==> src/rtl/sched_pkg.sv <==
package sched_pkg;

    localparam int TAG_W = 4;
    localparam int IDX_W = 8;
    localparam int NTAG  = 1 << TAG_W;

    typedef enum logic [1:0] {
        OP_ADD = 2'd0,
        OP_SUB = 2'd1,
        OP_MUL = 2'd2,
        OP_DIV = 2'd3
    } op_e;

    // one waiting slot; long_op is op bit 0 (sub/div pick the second latency)
    typedef struct packed {
        logic             long_op;
        logic [TAG_W-1:0] dst;
        logic [TAG_W-1:0] src_a;
        logic [TAG_W-1:0] src_b;
        logic             rdy_a;
        logic             rdy_b;
        logic [IDX_W-1:0] idx;
    } slot_t;

    // a issued before b, modulo sequence wrap
    function automatic logic older(input logic [IDX_W-1:0] a, input logic [IDX_W-1:0] b);
        logic [IDX_W-1:0] d;
        d = a - b;
        return d[IDX_W-1];
    endfunction

endpackage

==> src/rtl/rs_pool.sv <==
module rs_pool
    import sched_pkg::*;
#(
    parameter int DEPTH = 2,
    localparam int SW = (DEPTH > 1) ? $clog2(DEPTH) : 1
) (
    input  logic             clk,
    input  logic             rst,
    input  logic             alloc,
    input  slot_t            alloc_data,
    input  logic             bc_valid,
    input  logic [TAG_W-1:0] bc_tag,
    input  logic             unit_free,
    input  logic             release_en,
    input  logic [SW-1:0]    release_slot,
    output logic             has_free,
    output logic             start,
    output logic [SW-1:0]    start_slot,
    output logic             start_long,
    output logic [TAG_W-1:0] start_dst,
    output logic [IDX_W-1:0] start_idx
);

    logic [DEPTH-1:0] valid_v;
    logic [DEPTH-1:0] ready_v;
    slot_t            ent_v [DEPTH];
    logic [SW-1:0]    free_slot;
    logic [SW-1:0]    pick_slot;
    logic [IDX_W-1:0] pick_idx;
    logic             pick_found;

    // lowest empty slot receives the next allocation
    always_comb begin
        has_free  = 1'b0;
        free_slot = '0;
        for (int i = DEPTH - 1; i >= 0; i--) begin
            if (!valid_v[i]) begin
                has_free  = 1'b1;
                free_slot = SW'(i);
            end
        end
    end

    // oldest ready slot wins the unit
    always_comb begin
        pick_found = 1'b0;
        pick_slot  = '0;
        pick_idx   = '0;
        for (int i = 0; i < DEPTH; i++) begin
            if (ready_v[i] && (!pick_found || older(ent_v[i].idx, pick_idx))) begin
                pick_found = 1'b1;
                pick_slot  = SW'(i);
                pick_idx   = ent_v[i].idx;
            end
        end
    end

    assign start      = pick_found && unit_free;
    assign start_slot = pick_slot;
    assign start_long = ent_v[pick_slot].long_op;
    assign start_dst  = ent_v[pick_slot].dst;
    assign start_idx  = pick_idx;

    for (genvar g = 0; g < DEPTH; g++) begin : g_ent
        logic  vq;
        logic  rq;
        slot_t eq;

        always_ff @(posedge clk) begin
            if (rst) begin
                vq <= 1'b0;
                rq <= 1'b0;
                eq <= '0;
            end else if (alloc && free_slot == SW'(g)) begin
                vq <= 1'b1;
                rq <= 1'b0;
                eq <= alloc_data;
            end else if (release_en && release_slot == SW'(g)) begin
                vq <= 1'b0;
                rq <= 1'b0;
            end else begin
                if (start && start_slot == SW'(g)) rq <= 1'b1;
                if (bc_valid && eq.src_a == bc_tag) eq.rdy_a <= 1'b1;
                if (bc_valid && eq.src_b == bc_tag) eq.rdy_b <= 1'b1;
            end
        end

        assign valid_v[g] = vq;
        assign ready_v[g] = vq && !rq && eq.rdy_a && eq.rdy_b;
        assign ent_v[g]   = eq;


        release_started_chk: assert property (@(posedge clk) disable iff (rst)
            (release_en && release_slot == SW'(g)) |-> (vq && rq));
    end

endmodule

==> src/rtl/fu_timer.sv <==
module fu_timer
    import sched_pkg::*;
#(
    parameter int LAT_LO = 2,
    parameter int LAT_HI = 2,
    parameter int SW = 1,
    localparam int LMAX = (LAT_LO > LAT_HI) ? LAT_LO : LAT_HI,
    localparam int CW = $clog2(LMAX + 1)
) (
    input  logic             clk,
    input  logic             rst,
    input  logic             start,
    input  logic             start_long,
    input  logic [SW-1:0]    start_slot,
    input  logic [TAG_W-1:0] start_dst,
    input  logic [IDX_W-1:0] start_idx,
    input  logic             grant,
    output logic             busy,
    output logic             want,
    output logic [SW-1:0]    cur_slot,
    output logic [TAG_W-1:0] cur_dst,
    output logic [IDX_W-1:0] cur_idx
);

    logic          busy_q;
    logic [CW-1:0] rem_q;
    logic [SW-1:0] slot_q;
    logic [TAG_W-1:0] dst_q;
    logic [IDX_W-1:0] idx_q;

    // rem_q counts execution cycles still to come, the current one included;
    // the start cycle itself is the first execution cycle
    always_ff @(posedge clk) begin
        if (rst) begin
            busy_q <= 1'b0;
            rem_q  <= '0;
            slot_q <= '0;
            dst_q  <= '0;
            idx_q  <= '0;
        end else if (start) begin
            busy_q <= 1'b1;
            rem_q  <= start_long ? CW'(LAT_HI - 1) : CW'(LAT_LO - 1);
            slot_q <= start_slot;
            dst_q  <= start_dst;
            idx_q  <= start_idx;
        end else if (grant) begin
            busy_q <= 1'b0;
        end else if (busy_q && rem_q > CW'(1)) begin
            rem_q <= rem_q - CW'(1);
        end
    end

    assign busy     = busy_q;
    assign want     = busy_q && rem_q == CW'(1);
    assign cur_slot = slot_q;
    assign cur_dst  = dst_q;
    assign cur_idx  = idx_q;


    unit_idle_chk: assert property (@(posedge clk) disable iff (rst)
        start |-> !busy_q);


    hold_result_chk: assert property (@(posedge clk) disable iff (rst)
        (want && !grant) |=> (want && $stable(cur_idx)));


    finish_release_chk: assert property (@(posedge clk) disable iff (rst)
        grant |=> !busy_q);

endmodule

==> src/rtl/tomasulo_sched.sv <==
module tomasulo_sched
    import sched_pkg::*;
#(
    parameter int AS_DEPTH = 3,
    parameter int MD_DEPTH = 2,
    parameter int ADD_LAT  = 2,
    parameter int SUB_LAT  = 2,
    parameter int MUL_LAT  = 4,
    parameter int DIV_LAT  = 8
) (
    input  logic             clk,
    input  logic             rst,
    input  logic             in_valid,
    input  logic [1:0]       in_op,
    input  logic [TAG_W-1:0] in_dst,
    input  logic [TAG_W-1:0] in_src_a,
    input  logic [TAG_W-1:0] in_src_b,
    output logic             in_ready,
    output logic             iss_valid,
    output logic [IDX_W-1:0] iss_idx,
    output logic             as_start,
    output logic [IDX_W-1:0] as_start_idx,
    output logic             md_start,
    output logic [IDX_W-1:0] md_start_idx,
    output logic             wb_valid,
    output logic [IDX_W-1:0] wb_idx,
    output logic [TAG_W-1:0] wb_tag
);

    localparam int AS_SW = (AS_DEPTH > 1) ? $clog2(AS_DEPTH) : 1;
    localparam int MD_SW = (MD_DEPTH > 1) ? $clog2(MD_DEPTH) : 1;

    logic [NTAG-1:0]  pend_q;
    logic [IDX_W-1:0] seq_q;
    logic             in_is_md;
    slot_t            new_slot;

    logic             as_free, md_free;
    logic             as_busy, md_busy;
    logic             as_want, md_want;
    logic             as_grant, md_grant;
    logic             as_long, md_long;
    logic [AS_SW-1:0] as_sslot, as_cslot;
    logic [MD_SW-1:0] md_sslot, md_cslot;
    logic [TAG_W-1:0] as_sdst, md_sdst, as_cdst, md_cdst;
    logic [IDX_W-1:0] as_cidx, md_cidx;

    function automatic logic src_ok(input logic [TAG_W-1:0] t,
                                    input logic [NTAG-1:0] pend,
                                    input logic bv, input logic [TAG_W-1:0] bt);
        return (t == '0) || !pend[t] || (bv && bt == t);
    endfunction

    // ---------------- issue ----------------
    assign in_is_md  = in_op[1];
    assign in_ready  = in_is_md ? md_free : as_free;
    assign iss_valid = in_valid && in_ready;
    assign iss_idx   = seq_q;

    always_comb begin
        new_slot.long_op = in_op[0];
        new_slot.dst     = in_dst;
        new_slot.src_a   = in_src_a;
        new_slot.src_b   = in_src_b;
        new_slot.rdy_a   = src_ok(in_src_a, pend_q, wb_valid, wb_tag);
        new_slot.rdy_b   = src_ok(in_src_b, pend_q, wb_valid, wb_tag);
        new_slot.idx     = seq_q;
    end

    // ---------------- result bus: add/sub wins ties ----------------
    assign as_grant = as_want;
    assign md_grant = md_want && !as_want;
    assign wb_valid = as_want || md_want;
    assign wb_idx   = as_want ? as_cidx : md_cidx;
    assign wb_tag   = as_want ? as_cdst : md_cdst;

    // ---------------- tag scoreboard and sequence counter ----------------
    always_ff @(posedge clk) begin
        if (rst) begin
            pend_q <= '0;
            seq_q  <= IDX_W'(1);
        end else begin
            if (wb_valid) pend_q[wb_tag] <= 1'b0;
            if (iss_valid) begin
                pend_q[in_dst] <= 1'b1;
                seq_q          <= seq_q + IDX_W'(1);
            end
        end
    end

    // ---------------- add/subtract class ----------------
    rs_pool #(.DEPTH(AS_DEPTH)) u_as_pool (
        .clk(clk), .rst(rst),
        .alloc(iss_valid && !in_is_md), .alloc_data(new_slot),
        .bc_valid(wb_valid), .bc_tag(wb_tag),
        .unit_free(!as_busy),
        .release_en(as_grant), .release_slot(as_cslot),
        .has_free(as_free),
        .start(as_start), .start_slot(as_sslot), .start_long(as_long),
        .start_dst(as_sdst), .start_idx(as_start_idx)
    );

    fu_timer #(.LAT_LO(ADD_LAT), .LAT_HI(SUB_LAT), .SW(AS_SW)) u_as_unit (
        .clk(clk), .rst(rst),
        .start(as_start), .start_long(as_long), .start_slot(as_sslot),
        .start_dst(as_sdst), .start_idx(as_start_idx),
        .grant(as_grant),
        .busy(as_busy), .want(as_want),
        .cur_slot(as_cslot), .cur_dst(as_cdst), .cur_idx(as_cidx)
    );

    // ---------------- multiply/divide class ----------------
    rs_pool #(.DEPTH(MD_DEPTH)) u_md_pool (
        .clk(clk), .rst(rst),
        .alloc(iss_valid && in_is_md), .alloc_data(new_slot),
        .bc_valid(wb_valid), .bc_tag(wb_tag),
        .unit_free(!md_busy),
        .release_en(md_grant), .release_slot(md_cslot),
        .has_free(md_free),
        .start(md_start), .start_slot(md_sslot), .start_long(md_long),
        .start_dst(md_sdst), .start_idx(md_start_idx)
    );

    fu_timer #(.LAT_LO(MUL_LAT), .LAT_HI(DIV_LAT), .SW(MD_SW)) u_md_unit (
        .clk(clk), .rst(rst),
        .start(md_start), .start_long(md_long), .start_slot(md_sslot),
        .start_dst(md_sdst), .start_idx(md_start_idx),
        .grant(md_grant),
        .busy(md_busy), .want(md_want),
        .cur_slot(md_cslot), .cur_dst(md_cdst), .cur_idx(md_cidx)
    );


    bus_order_chk: assert property (@(posedge clk) disable iff (rst)
        (as_want && md_want) |=> (wb_valid && wb_idx == $past(md_cidx)));


    tag_pending_chk: assert property (@(posedge clk) disable iff (rst)
        wb_valid |-> pend_q[wb_tag]);


    idx_step_chk: assert property (@(posedge clk) disable iff (rst)
        iss_valid |=> (iss_idx == $past(iss_idx) + IDX_W'(1)));

endmodule

==> config.mk <==
export PLATFORM = sky130hd
export DESIGN_NAME = tomasulo_sched
export DESIGN_NICKNAME = d
export VERILOG_FILES = /design/src/rtl/sched_pkg.sv /design/src/rtl/rs_pool.sv /design/src/rtl/fu_timer.sv /design/src/rtl/tomasulo_sched.sv
export SDC_FILE = /design/constraint.sdc
export NUM_CORES = 1
export LEC_CHECK = 0
export BUFFER_PORTS_ARGS = -buffer_cell sky130_fd_sc_hd__buf_2
export CORE_UTILIZATION = 48
export CTS_CLUSTER_DIAMETER = 120
export CTS_CLUSTER_SIZE = 10
export DETAILED_ROUTE_END_ITERATION = 10
export PLACE_DENSITY = 0.68
export SYNTH_ARGS = -nofsm -noshare
export SYNTH_HDL_FRONTEND = slang
export SYNTH_HIERARCHICAL = 1
export SYNTH_SLANG_ARGS = --single-unit
export TNS_END_PERCENT = 100
==> constraint.sdc <==
create_clock -name clk -period 7.3 [get_ports clk]
set_input_delay 0.73 -clock clk [delete_from_list [all_inputs] [get_ports clk]]
set_output_delay 0.73 -clock clk [all_outputs]
set_load 0.05 [all_outputs]
=== After elaboration in Yosys (flattened, before gate mapping) ===
Index checks and enable logic that the tools add are counted.

* $add $sub $neg: 6
* $lt $le $gt $ge: 10
* Equality and inequality tests: 27
* Muxes and demuxes: 83
* Bitwise gates (word level): 9
* Reduce and logical (&&, ||, !) cells: 122

{| class="wikitable"
|+ Operators with widths
! cell !! number
|-
| two-way mux 23 bit || 3
|-
| logical AND 1 bit || 57
|-
| == test 4 bit || 12
|-
| two-way mux 16 bit || 3
|-
| two-way mux 8 bit || 6
|-
| binary-select mux 23 bit (select 2 bit) || 1
|-
| two-way mux 1 bit || 45
|-
| two-way mux 22 bit || 2
|-
| nonzero test 2 bit || 19
|-
| two-way mux 2 bit || 14
|-
| AND reduction 2 bit || 13
|-
| subtractor 8 bit || 3
|-
| < comparator 4 x 5 -> 1 bit (second input constant) || 4
|-
| bitwise AND 16 bit || 1
|-
| two-way mux 4 bit || 4
|-
| inverter 16 bit || 1
|-
| OR 16 bit || 1
|-
| OR reduction 3 bit || 5
|-
| zero test 1 bit || 14
|-
| inequality test 2 x 1 -> 1 bit (second input constant) || 6
|-
| adder 8 x 1 -> 8 bit (second input constant) || 1
|-
| binary-select mux 1 bit (select 4 bit) || 2
|-
| demux 1 bit (select 4 bit) || 2
|-
| == test 2 x 1 -> 1 bit (second input constant) || 4
|-
| other kinds (18) || 34
|}

* Register bits: 184
* Bits of input ports: 17
* Output and inout port bits: 41

=== Logic depth before layout (Yosys ltp) ===
* Depth in word-level cells: 17
* Depth in mapped cells: 23
* Gate-level depth less buffers: 20

=== Cells and area by module ===
Netlist, hierarchy kept.

{| class="wikitable"
|+ Modules (own cells, without submodules)
! module !! times used !! cells an instance !! area an instance (um^2)
|-
| rs_pool (u_as_pool) || 1 || 497 || 3842.4
|-
| rs_pool (u_md_pool) || 1 || 417 || 2925.3
|-
| tomasulo_sched || 1 || 200 || 1687.9
|-
| fu_timer (u_md_unit) || 1 || 77 || 764.5
|-
| fu_timer (u_as_unit) || 1 || 60 || 655.6
|}

=== Worst setup path after synthesis ===
OpenSTA, ideal clock, no wires.

* Path type: register to output
* Start: reg u_as_pool.g_ent[0].vq
* End: out as_start_idx[0]
* Data arrival time: 5.536 ns
* Data required time: 6.570 ns
* Setup slack: 1.034 ns
* Cell stages (with the launch flop): 21
* Path buffers: 4
* Cell sequence: dfxtp_1 buf_4 and4b_4 clkbuf_1 nand2_1 ha_1 nand4_1 o21ai_1 or4_4 a31oi_4 clkbuf_1 a22oi_1 ha_1 a21o_1 a21o_1 a21o_1 a2111oi_2 o21ai_2 a31oi_4 buf_6 mux2i_1

* Word-level cells in the longest chain between the ends: 12
* Elaborated cells between the ends (all ways): 16

{| class="wikitable"
|+ RTL lines
! element !! RTL line !! text
|-
| start, declared || rs_pool.sv:65 || <nowiki>logic vq;</nowiki>
|-
| start signal, assigned || rs_pool.sv:71 || <nowiki>vq <= 1'b0;</nowiki>
|-
| start signal, assigned || rs_pool.sv:75 || <nowiki>vq <= 1'b1;</nowiki>
|-
| start signal, assigned || rs_pool.sv:79 || <nowiki>vq <= 1'b0;</nowiki>
|-
| logical AND 1 bit (*) (3 in a row) || rs_pool.sv:89 || <nowiki>assign ready_v[g] = vq && !rq && eq.rdy_a && eq.rdy_b;</nowiki>
|-
| two-way mux 8 bit or two-way mux 1 bit (tied branches) || rs_pool.sv:50 || <nowiki>if (ready_v[i] && (!pick_found || older(ent_v[i].idx, pick_idx))) begin</nowiki>
|-
| subtractor 8 bit or zero test 1 bit (tied branches) || sched_pkg.sv:28, rs_pool.sv:50 ||
|-
| logical OR 1 bit || rs_pool.sv:50 ||
|-
| logical AND 1 bit || rs_pool.sv:50 ||
|-
| two-way mux 8 bit or two-way mux 1 bit (tied branches) || rs_pool.sv:50 ||
|-
| subtractor 8 bit or zero test 1 bit (tied branches) || sched_pkg.sv:28, rs_pool.sv:50 ||
|-
| logical OR 1 bit || rs_pool.sv:50 ||
|-
| logical AND 1 bit || rs_pool.sv:50 ||
|-
| two-way mux 8 bit (*) || rs_pool.sv:50 ||
|-
| end, declared || tomasulo_sched.sv:22 || <nowiki>output logic [IDX_W-1:0] as_start_idx,</nowiki>
|}

Mark *: on every way between the ends. The rest lies on a longest branch, timed or not.

=== Worst setup path in the final report ===
* Start: reg u_as_pool.g_ent[0].vq
* End: out as_start_idx[3]

Same word-level chain as after synthesis.

==> results <==
- The path class of the tightest hold or removal check is reg2reg.
- Measured along the x axis, the die boundary spans approximately 140 um.
- The post-route netlist has between 10% and 20% of its cells at a drive strength greater than 1.
- The cell row count is 51.
- The initial antenna violation count is 0.
- TritonCTS built the clock tree.
- The sort of element at the start of the critical path is a register.
- The number of buffers added by the clock tree synthesis step is 17.
- The clock network burns 43.0% of the power.
- The critical hold path startpoint is u_as_pool/ent_v[67]$_SDFFE_PP0P_.
- The largest voltage drop on the vdd net is 0.000164 V.
- The maximum clock rate is 0.150 GHz.
- The first global-routing pass estimated 41000 um of wire.
- The worst setup path is of the reg2out kind.
- Counting tap cells, the placed design contains a total of 1482 instances.
- The count of clock tree sinks is 180.
- The total wire length after detailed routing is 26000 um.
- The total inserted antenna cells is 0.
- STA classifies the critical path endpoint as a primary output.
- The clock skew is 0.00822 ns.
- Clock-pin slew was measured on the worst setup and hold paths at 0.07 ns.
- Fill cells in the final layout number around 1900.
- The cell sitting at the root of the clock tree is a clkbuf_16.
- The average instance in the mapped netlist occupies 7.90 um^2.
- The slew at the pin closest to its max-slew limit is 1.15 ns.
- The number of cells traversed by the worst hold path is 2.
- For this design, the CTS-stage hold fixing added 0 buffers.
- Measured against its own limit, the worst slew margin works out to 23.4%.
- The worst register-to-register path ends at u_as_unit/cur_dst[2]$_SDFFE_PP0P_.
- Setup repair after global routing left no endpoint under its margin.
- The internal power contribution is between 1000 and 1500 uW.
- The number of nets in the synthesized netlist is 1274.
- The signal on the critical path passes through and4b_4 -> nand2_1 -> ha_1 -> nand4_1 -> a311oi_4 -> or4_4 -> nand2_1 -> a21oi_1 -> a22oi_1 -> ha_1 -> a21o_1 -> a21o_1 -> a21o_1 -> a2111oi_2 -> o21ai_2 -> a31oi_4 -> mux2i_1 -> buf_2.
- The congestion estimate from routability-driven global placement came to 0.889.
- In this run the critical register-to-register path is launched from u_as_pool/g_ent[0].vq$_SDFFE_PP0P_.
- For this configuration, the core starts out at a cell density of ~49%.
- The final period demand of the worst path is 6.69 ns.
- The warning count from the yosys run is 6.
- The number of global-route vias before repair is roughly 7700.
- The number of gates resized after cts is 0.
- The slowest stage cell on the critical path is a31oi_4.
- The cell repeated most along the worst path is a21o_1.
- The worst-case hold path end point is u_as_pool/ent_v[67]$_SDFFE_PP0P_.
- In the final routed layout, each cell accounts on average for 17.2 um.
- The internal reg-to-reg setup slack is 1.65 ns.
- On the worst path, the slowest cell contributes a delay of approximately 0.55 ns.
- The total core area is slightly below 20000 um^2.
- The run finished with clean final reports.
- Dividing the detail-routed via count by the number of cells gives 5.71.
- Dividing total power by cell area gives a power density of 190 nW/um^2.
- The total vias in the final route is slightly below 9000.
- After the last flow step, the layout net total stands at 1275.
- The initial DRC count is 640.
- The clock passes through at most 2 buffers.
- Of the total power, the share spent switching nets is between 20% and 30%.
- The required time of the worst setup path is 6.57 ns.
- The data arrival time of the critical path is 5.96 ns.
- For the worst flop-to-flop path, the logic depth is 19.
- The total count of max-transition violations in the final report came to 0.
- From synthesis to final layout, the design area changed by 8.52%.
- The number of instances in the synthesized netlist is 1235.
- In this run the cell area of the synthesized design comes to 9760 um^2.
- Pin placement for this block handled 58 I/O pins.
- For this run, design rule violations remaining after detail routing come to 0.
- The number of nets still failing antenna checks after routing is 0.
- The critical-path maximum fanout is 13.
- The number of levels the H-tree was split into is 4.
- The count of buffers added by post-CTS timing repair for setup is 0.
- After global routing the overflow that remains totals 0.
- The count of final hold-check violations is 0.
- The count of input and output buffers is 57.
- The ratio of final minimum period to clock period is about nine tenths.
- The non-filler instance count after layout is 1514.
- The area of the die is 20900 um^2.
- The switching power of the nets is 516 uW.
- After legalization and detailed placement, the total HPWL measured 17500 um.
- Per report_power, the sequential group accounts for 50.7% of the total.
- For the worst-skew pair, the clock arrives at the later sink with an insertion delay of 0.43 ns.
- The number of detailed-route iterations in the first pass is 7.
- Across the run, the number of max-cap violations was 0.
- Setup violations remaining at the end of the flow were counted as 0.
- The largest net degree at the start of global routing is 93.
- The cell leakage power is 0.00379 uW.
- The total negative slack for setup checks is 0 ns.
- Global routing used about a quarter of the available tracks.
- The die is 145 um tall.
- In this run, the combinational gates consume 6.2% of the power.
[layer usage]
layer	global-route usage [%]	share of wire, %	vias to the layer above	wire (um)
li1	-	-	4261	-
met1	34.8	47	4068	12200
met2	40.3	44	270	11500
met3	4.47	6.0	42	1560
met4	10.2	2.9	0	749
met5	0	0	-	0
[worst max-delay path, delay by kind of cell (launching register included)]
| family | cells | cell delay (ns) |
|---|---|---|
| multiplexers | 1 | 0.31 |
| AO/OA/AOI/OAI | 9 | 2.83 |
| flip-flops | 1 | 0.46 |
| buffers and inverters | 1 | 0.30 |
| adder cells (fa/ha/maj) | 2 | 0.65 |
| AND/OR/NAND/NOR | 5 | 0.98 |
[cells in the final DEF (no fill, tap or decap), types with 8 or more instances in the layout]
cell type / n
mux2i_1: 47
nand3b_1: 9
dfxtp_1: 180
mux2_2: 13
a22oi_1: 20
nor2_1: 64
a31oi_1: 8
nor3_1: 24
xnor2_1: 38
nand3_1: 70
a21oi_1: 140
o21ai_0: 51
buf_4: 12
and3_1: 9
ha_1: 22
buf_2: 56
clkbuf_16: 17
inv_1: 25
xor2_1: 22
nand2_1: 288
[worst max-delay path by stage]
stage                                       startpoint  slack (ns)  depth (start not counted)         endpoint
detailed placement  u_as_pool/g_ent[0].vq$_SDFFE_PP0P_        1.12                         18  as_start_idx[3]
finish              u_as_pool/g_ent[0].vq$_SDFFE_PP0P_        0.61                         18  as_start_idx[3]
floorplan           u_as_pool/g_ent[0].vq$_SDFFE_PP0P_        1.07                         20  as_start_idx[0]
global placement    u_as_pool/g_ent[0].vq$_SDFFE_PP0P_        1.27                         18  as_start_idx[3]
CTS                 u_as_pool/g_ent[0].vq$_SDFFE_PP0P_        0.65                         18  as_start_idx[3]
global route        u_as_pool/g_ent[0].vq$_SDFFE_PP0P_        0.22                         18  as_start_idx[4]
[area by class of cell]
cell class | instances | area [um^2] | area share (%)
inverter | 26 | 100 | 0.946
clock inverter | 13 | 101 | 0.957
timing repair buffer | 68 | 370 | 3.50
clock buffer | 19 | 453 | 4.28
tap | 265 | 332 | 3.13
multi-input combinational | 943 | 5630 | 53.1
sequential | 180 | 3600 | 34.0
[metrics by stage]
stage | hold WS, ns | area (um^2) | power [uW] | setup slack [ns] | utilization [%]
after floorplan | 0.433 | 9760 | 1130 | 1.07 | -
after global placement | 0.441 | 10000 | 1170 | 1.27 | 50.9
after detailed placement | 0.447 | 10000 | 1170 | 1.12 | 50.9
after CTS | 0.456 | 10600 | 2030 | 0.653 | 53.7
after global routing | 0.471 | 10600 | 2080 | 0.223 | 53.7
final | 0.457 | 10600 | 2010 | 0.611 | 53.7
[power groups by stage]
stage | clock network (uW) | registers [uW] | logic (uW)
after floorplan | 0 | 1040 | 92.6
after global placement | 0 | 1040 | 124
after detailed placement | 0 | 1040 | 125
after CTS | 882 | 1020 | 125
after global routing | 920 | 1020 | 138
final | 866 | 1020 | 126
[registers in the layout (all words and copies together) (netlist names), 8 cells and up]
| name | cells |
|---|---|
| iss_idx | 8 |
| pend_q | 15 |
| u_as_pool/ent_v | 66 |
| u_as_unit/cur_idx | 8 |
| u_md_pool/ent_v | 46 |
| u_md_unit/cur_idx | 8 |
Note: power is estimated with default switching activity, not from simulation.
